==> config.mk <==
export PLATFORM = sky130hd
export DESIGN_NAME = pbs_top
export DESIGN_NICKNAME = d
export VERILOG_FILES = /design/src/rtl/pbs_pkg.sv /design/src/rtl/pbs_addr_match.sv /design/src/rtl/pbs_burst_limit.sv /design/src/rtl/pbs_top.sv
export SDC_FILE = /design/constraint.sdc
export NUM_CORES = 1
export LEC_CHECK = 0
export BUFFER_PORTS_ARGS = -buffer_cell sky130_fd_sc_hd__buf_2
export CAP_MARGIN = 20
export CORE_MARGIN = 2
export CORE_UTILIZATION = 50
export CTS_CLUSTER_DIAMETER = 150
export DETAILED_ROUTE_END_ITERATION = 8
export PLACE_DENSITY = 0.87
export SKIP_LAST_GASP = 1
export SLEW_MARGIN = 20
export SYNTH_ARGS = -nofsm -noshare
export SYNTH_HDL_FRONTEND = slang
export SYNTH_SLANG_ARGS = --single-unit
==> constraint.sdc <==
create_clock -name clk_i -period 3.1 [get_ports clk_i]
set_clock_uncertainty 0.15 [all_clocks]
set_input_delay 0.465 -clock clk_i [delete_from_list [all_inputs] [get_ports clk_i]]
set_output_delay 0.465 -clock clk_i [all_outputs]
set_load 0.01 [all_outputs]
==> src/rtl/pbs_pkg.sv <==
package pbs_pkg;
  typedef enum logic [2:0] {
    ST_IDLE,
    ST_MISS,
    ST_DPH,
    ST_MEM,
    ST_ACK,
    ST_GAP
  } pbs_state_e;
endpackage

==> src/rtl/pbs_addr_match.sv <==
module pbs_addr_match #(
  parameter int          BASE_W = 8,
  parameter logic [BASE_W-1:0] BASE = '0
) (
  input  logic [BASE_W-1:0] hi_i,
  output logic              hit_o
);
  assign hit_o = (hi_i == BASE);
endmodule

==> src/rtl/pbs_burst_limit.sv <==
module pbs_burst_limit #(
  parameter int MAX_BURST = 8
) (
  input  logic clk_i,
  input  logic rst_ni,
  input  logic clear_i,
  input  logic active_i,
  input  logic start_i,
  input  logic stop_req_i,
  output logic ack_o,
  output logic more_ok_o
);
  localparam int CNT_W = $clog2(MAX_BURST + 1);
  localparam bit CAPABLE = (MAX_BURST > 1);

  logic [CNT_W-1:0] cnt_q;
  logic             stop_q;
  logic             more_q;

  // ack falls once transfer MAX_BURST-2 has started
  assign ack_o     = CAPABLE && active_i && !stop_q && (32'(cnt_q) < MAX_BURST - 1);
  assign more_ok_o = more_q;

  always_ff @(posedge clk_i or negedge rst_ni) begin
    if (!rst_ni) begin
      cnt_q  <= '0;
      stop_q <= 1'b0;
      more_q <= 1'b0;
    end else if (clear_i) begin
      cnt_q  <= '0;
      stop_q <= 1'b0;
      more_q <= 1'b0;
    end else begin
      if (start_i) begin
        more_q <= ack_o;  // what the master sees at this transfer's start
        if (32'(cnt_q) < MAX_BURST) cnt_q <= cnt_q + 1'b1;
      end
      if (stop_req_i && active_i) stop_q <= 1'b1;
    end
  end

  p_ack_no_rise_r11: assert property (@(posedge clk_i) disable iff (!rst_ni)
    (active_i && !ack_o) |=> !ack_o);

  p_limit_r8: assert property (@(posedge clk_i) disable iff (!rst_ni)
    start_i |-> (32'(cnt_q) < MAX_BURST));
endmodule

==> src/rtl/pbs_top.sv <==
module pbs_top
  import pbs_pkg::*;
#(
  parameter int                BUS_W     = 32,
  parameter int                PAGE_LSB  = 8,
  parameter int                BASE_W    = 8,
  parameter logic [BASE_W-1:0] BASE      = 8'hC3,
  parameter int                MAX_BURST = 8,
  localparam int               BE_W      = BUS_W / 8,
  localparam int               LO_W      = PAGE_LSB - 2,
  localparam int               WORD_W    = BUS_W - 2
) (
  input  logic              clk_i,
  input  logic              rst_ni,
  input  logic              full_strobe_i,
  input  logic              burst_req_i,
  input  logic              rd_i,
  input  logic              out_en_i,
  input  logic [BE_W-1:0]   byte_strb_i,
  input  logic [BUS_W-1:0]  ad_i,
  input  logic [LO_W-1:0]   lo_addr_i,
  input  logic              mem_last_i,
  input  logic [BUS_W-1:0]  mem_rdata_i,
  input  logic              mem_ready_i,
  output logic              sel_o,
  output logic              burst_ack_o,
  output logic              data_ack_o,
  output logic [BUS_W-1:0]  rd_data_o,
  output logic              rd_oe_o,
  output logic              mem_req_o,
  output logic              mem_we_o,
  output logic [WORD_W-1:0] mem_addr_o,
  output logic [BE_W-1:0]   mem_be_o,
  output logic [BUS_W-1:0]  mem_wdata_o
);
  localparam int PAGE_W = BUS_W - PAGE_LSB;

  pbs_state_e         st_q;
  logic [PAGE_W-1:0]  page_q;
  logic [LO_W-1:0]    lo_q;
  logic               we_q;
  logic [BE_W-1:0]    be_q;
  logic [BUS_W-1:0]   wdata_q;
  logic [BUS_W-1:0]   rdata_q;

  logic hit, ds_go, short_go, xfer_start, more_ok;

  pbs_addr_match #(.BASE_W(BASE_W), .BASE(BASE)) u_match (
    .hi_i  (ad_i[BUS_W-1 -: BASE_W]),
    .hit_o (hit)
  );

  assign sel_o    = (st_q != ST_IDLE) && (st_q != ST_MISS);
  assign ds_go    = out_en_i && (|byte_strb_i);
  assign short_go = ds_go && burst_req_i && more_ok;
  assign xfer_start = full_strobe_i &&
                      (((st_q == ST_DPH) && ds_go) || ((st_q == ST_GAP) && short_go));

  pbs_burst_limit #(.MAX_BURST(MAX_BURST)) u_limit (
    .clk_i      (clk_i),
    .rst_ni     (rst_ni),
    .clear_i    (st_q == ST_IDLE),
    .active_i   (sel_o),
    .start_i    (xfer_start),
    .stop_req_i (mem_last_i),
    .ack_o      (burst_ack_o),
    .more_ok_o  (more_ok)
  );

  always_ff @(posedge clk_i or negedge rst_ni) begin
    if (!rst_ni) begin
      st_q    <= ST_IDLE;
      page_q  <= '0;
      lo_q    <= '0;
      we_q    <= 1'b0;
      be_q    <= '0;
      wdata_q <= '0;
      rdata_q <= '0;
    end else if (st_q == ST_IDLE) begin
      if (full_strobe_i) begin
        page_q <= ad_i[BUS_W-1:PAGE_LSB];
        lo_q   <= ad_i[PAGE_LSB-1:2];
        st_q   <= hit ? ST_DPH : ST_MISS;
      end
    end else if (!full_strobe_i) begin
      st_q <= ST_IDLE;
    end else begin
      unique case (st_q)
        ST_DPH: if (ds_go) begin
          be_q    <= byte_strb_i;
          we_q    <= !rd_i;
          wdata_q <= ad_i;
          st_q    <= ST_MEM;
        end
        ST_MEM: if (mem_ready_i) begin
          rdata_q <= mem_rdata_i;
          st_q    <= ST_ACK;
        end
        ST_ACK: if (byte_strb_i == '0) st_q <= ST_GAP;
        ST_GAP: if (short_go) begin
          lo_q    <= lo_addr_i;
          be_q    <= byte_strb_i;
          we_q    <= !rd_i;
          wdata_q <= ad_i;
          st_q    <= ST_MEM;
        end
        default: ;
      endcase
    end
  end

  assign data_ack_o  = (st_q == ST_ACK);
  assign rd_oe_o     = (st_q == ST_ACK) && !we_q;
  assign rd_data_o   = rdata_q;
  assign mem_req_o   = (st_q == ST_MEM);
  assign mem_we_o    = we_q;
  assign mem_addr_o  = {page_q, lo_q};
  assign mem_be_o    = be_q;
  assign mem_wdata_o = wdata_q;

  p_release_r10: assert property (@(posedge clk_i) disable iff (!rst_ni)
    !full_strobe_i |=> (!sel_o && !data_ack_o && !burst_ack_o && !mem_req_o));

  p_stall_hold_r5: assert property (@(posedge clk_i) disable iff (!rst_ni)
    (mem_req_o && !mem_ready_i && full_strobe_i) |=>
      (mem_req_o && $stable(mem_addr_o) && $stable(mem_be_o)));

  p_ack_after_ready_r5: assert property (@(posedge clk_i) disable iff (!rst_ni)
    $rose(data_ack_o) |-> $past(mem_req_o && mem_ready_i));

  p_ack_hold_r6: assert property (@(posedge clk_i) disable iff (!rst_ni)
    (data_ack_o && (|byte_strb_i) && full_strobe_i) |=> data_ack_o);

  p_unselected_quiet_r2: assert property (@(posedge clk_i) disable iff (!rst_ni)
    !sel_o |-> (!mem_req_o && !data_ack_o && !burst_ack_o));
endmodule

After elaboration in Yosys (flattened, before gate mapping)
Cells that the tools add are included.
- register bits: 108
- output and inout bits: 104
- logic and storage cells: 89
- $add $sub $neg: 1
- magnitude comparators: 2
- eq/ne operators: 14
- multiplexer cells: 30
- bitwise operators: 1
- reductions and logical operators: 31
- operators with widths (operator ; number):
    2-to-1 mux 32 bit ; 2
    case mux 32 bit (2 select lines) ; 1
    2-to-1 mux 6 bit ; 5
    2-to-1 mux 3 bit ; 7
    2-to-1 mux 4 bit ; 5
    != test 4 x 3 -> 1 bit, second input constant ; 3
    case mux 3 bit (4 select lines) ; 1
    nonzero test 2 bit ; 6
    logical AND 1 bit ; 11
    equality test 8 bit, second input constant ; 1
    case mux 4 bit (2 select lines) ; 1
    equality test 3 x 2 -> 1 bit, second input constant ; 2
    equality test 3 bit, second input constant ; 2
    2-to-1 mux 1 bit ; 6
    != test 2 bit, second input constant ; 3
    != test 6 x 1 -> 1 bit, second input constant ; 1
    AND reduction 6 bit ; 1
    AND reduction 5 bit ; 1
    adder 4 x 1 -> 4 bit, second input constant ; 1
    zero test 4 bit ; 1
    < comparator 4 x 3 -> 1 bit, second input constant ; 1
    < comparator 4 bit, second input constant ; 1
    != test 4 x 2 -> 1 bit, second input constant ; 1
    AND reduction 2 bit ; 2
    other kinds (11) ; 13

Depth between registers and ports, before layout
- word-level depth: 9
- depth in mapped cells: 6

Hierarchy
A second synthesis with hierarchy kept.
- cells, all modules: 306
- area total of the unflattened synthesis: 4524.3 µm²
- by module, submodules not included (module ; times used ; cells each ; area each (µm²)):
    pbs_top ; 1 ; 278 ; 4219.0
    pbs_burst_limit ; 1 ; 25 ; 277.8
    pbs_addr_match ; 1 ; 3 ; 27.5

Least setup slack after synthesis
No wires, ideal clock.
- path kind: register to output
- start point: register st_q[1]
- end point: output port burst_ack_o
- arrival time: 1.463 ns
- slack: 1.022 ns
- stages on the path, launching flop included: 4
- path buffers: 1
- cell sequence: dfrtp_1 -> clkbuf_1 -> nor2_1 -> a2111oi_0
- longest elaborated chain between the ends: 4
- elaborated cells between the ends (all ways): 5
- ends and longest elaborated chain (item ; RTL line ; RTL):
    start, declared ; pbs_top.sv:38 ; pbs_state_e st_q;
    start signal, assigned ; pbs_top.sv:83 ; st_q <= hit ? ST_DPH : ST_MISS;
    != test 3 x 1 -> 1 bit or nonzero test 3 bit (tied branches) ; pbs_top.sv:53 ; assign sel_o = (st_q != ST_IDLE) && (st_q != ST_MISS);
    logical AND 1 bit * ; pbs_top.sv:53 ;
    logical AND 1 bit * (2 in series) ; pbs_burst_limit.sv:21 ; assign ack_o = CAPABLE && active_i && !stop_q && (32'(cnt_q) < MAX_BURST - 1);
    end, declared ; pbs_top.sv:26 ; output logic burst_ack_o,
Mark *: on every way between the ends. The rest lies on a longest branch, timed or not.

Final worst setup path
Ends and elaborated chain as after synthesis.

==> results.yml <==
floorplanning:
  die-area_um2: 9669
  ioPinCount: 186
  start_util_pct: 51.27
  rows: 34
  die_width_um: 98.33
  core-area_um2: 8678
  die_h_um: 98.33
layout:
  fin_util_pct: 65.70
  finalNetCount: 583
  layout_commonest_cell: "buf_2"
  final_cells: 613
  layout_common_cells: "buf_2 (184), dfrtp_1 (108), mux2_2 (80)"
  n_fill_cell: 661
  multiInputGateArea_um2: 1663
  area_growth_pct: 28.15
  antenna_cells: 0
  regArea_um2: 2703
  drive_gt1_share_pct: 57.82
sta:
  setup_tns_ns: 0
  period_share_pct: 88.40
  max_slew_margin_pct: 43.23
  maxSlewViolCount: 0
  worst_pin_slew_ns: 0.8301
  setup_viol: 0
  hold_violations: 12
  max_freq_ghz: 0.3649
  period_needed_ns: 2.740
  rsz0062_at_grt: "false"
  hold_ws_ns: -0.01285
yosys:
  avgSynthCellArea_um2: 14.21
  synth.largest_area_cell: "dfrtp_1"
  syn_area_um2: 4449
  ys_seq_elements: 108
  synth_area_leaders: "dfrtp_1 (61%), mux2_2 (20%), mux2_1 (4.8%)"
  synth-seq-area-share_pct: 60.74
  syn_nets: 396
  synth.distinct_cells: 45
  synth-async-reset-ratio_pct: 100.0
  synth_top_cell_area_share_pct: 60.74
  yosys_warnings: 0
  synthCells: 313
  synth_flop_cell: "dfrtp_1"
  synth-edff-count: 0
grt:
  overflow: 0
  use_met2_pct: 35.85
  grt_use_met3_pct: 5.440
  antenna_found_initial: 0
  grt_pass1_vias: 3374
  gr-usage-all-layers_pct: 21.28
  busiest_layer: "met2"
  grt_use_met1_pct: 26.12
  grt_pass1_wl_mm: 16.42
  grt_start_max_net_pins: 57
clock_network:
  post-cts-setup-buffers: 0
  cts_tree: "built"
  cts_buffers: 9
  clk_latency_ns: 0.36
  cts.repair.resized: 0
  clock_sink_count: 108
  cts_hold_buf: 0
  cts.clk_slew.worst_paths_ns: 0.10
  htree_levels: 3
  clock_path_buffers: 2
  root_buffer: "clkbuf_8"
power:
  pwr-share-seq_pct: 46.8
  total_power_mw: 4.261
  swShare_pct: 32.69
  cell_internal_pwr_mw: 2.868
  combPwrFrac_pct: 32.4
  irDropWorstVdd_v: 0.0004130
  pwr-share-clk_pct: 20.8
  power_density_nw_per_um2: 747.4
  p_leak_nw: 3.056
  power.switching_mw: 1.393
placed_design:
  detailed_place_hpwl_mm: 7.640
  port_buffers: 185
  placed_cells: 597
  gp_congestion: 0.8451
route:
  first_iter_violations: 108
  via_per_inst: 5.372
  drtPass1Iterations: 4
  vias: 3293
  drc_errors: 0
  wl_per_cell_um: 16.64
  wl_mm: 10.20
  antenna_left: 0
setup_path:
  cp-start-kind: "flop"
  critical_path.endpoint_type: "output pin"
  reg2reg_depth: 5
  crit_type: "reg2out"
  path_max_fanout: 17
  cp.required_ns: 2.48
  cp.arrival_ns: 2.13
hold_path:
  hp-class: "in2async"
status:
  violations: "negative hold slack"
  status: "complete, but fails checks"
job:
  drv_cap: 0
==> cell usage after synthesis (2+ instances only) <==
cell type / instances
buf_6: 2
nor3_1: 2
o21ai_0: 2
a21o_1: 2
o31ai_1: 2
a31oi_1: 3
mux2i_1: 2
nand2b_1: 3
mux2_1: 19
and3_1: 3
o211ai_1: 2
nand4b_1: 3
dfrtp_1: 108
nor2_1: 7
mux2_2: 80
and2_1: 4
inv_1: 2
nand4_1: 2
a21oi_1: 5
nand2_1: 23
buf_2: 7
clkbuf_1: 5
nand3_1: 3
==> state kept, by name, summed over array words and instances, names as in the netlist <==
name               flops
lo_q                   6
mem_be_o               4
mem_wdata_o           32
mem_we_o               1
page_q                24
rd_data_o             32
st_q                   3
u_limit.cnt_q          4
u_limit.more_ok_o      1
u_limit.stop_q         1
==> worst paths after layout <==
check / to / startpoint / slack (ns)
setup / recovery: burst_ack_o / st_q[1] / 0.36
hold / removal: page_q[11] / rst_ni / -0.01
setup reg to reg: mem_wdata_o[17] / st_q[1] / 0.72
hold reg to reg: mem_wdata_o[23] / mem_wdata_o[23] / 0.34
max in group asynchronous: mem_wdata_o[31] / rst_ni / 2.06
min in group clk_i: mem_we_o / rd_i / 0.12
==> critical path, stage by stage (launching register included) <==
cell	delay, ns
dfrtp_1	0.65
nor2_1	0.16
a2111oi_0	0.69
buf_2	0.26
==> metrics by stage <==
step,hold slack [ns],cell area (um^2),setup WS [ns]
2_1_floorplan,0.01941,4449,1.022
3_3_place_gp,0.3134,5494,0.8504
3_5_place_dp,0.3205,5494,0.7573
4_1_cts,0.004647,5702,0.3815
5_1_grt,0.02999,5702,0.2304
6_report,-0.01285,5702,0.3596
==> cell type report <==
type,instances,area share [%]
sequential,108,47.40
multi-input combinational,188,29.16
timing repair buffer,191,17.29
clock buffer,10,2.414
tap,108,2.370
clock inverter,6,1.229
inverter,2,0.1317
==> kinds of logic after synthesis <==
| family | after synthesis | synth area share, % |
|---|---|---|
| buf+inv | 17 | 2.053 |
| flops | 108 | 60.74 |
| fa+ha+maj | 1 | 0.2812 |
| simple gates | 59 | 6.918 |
| mux | 101 | 25.51 |
| compound gates | 27 | 4.499 |
==> power by group through the flow <==
stage / sequential (mW) / clock (mW) / combinational, mW
after global routing: 2.04 / 0.972 / 1.50
final: 1.99 / 0.888 / 1.38
after floorplan: 2.15 / 0 / 0.631
after detailed placement: 2.02 / 0 / 1.40
after global placement: 1.99 / 0 / 1.35
after CTS: 1.99 / 0.910 / 1.40
==> metal layers <==
metal / vias to the layer above / share of wire (%)
li1: 1504 / -
met1: 1634 / 39
met2: 130 / 51
met3: 25 / 6.8
met4: 0 / 2.8
met5: - / 0
Power figures use the tool's default switching activity.
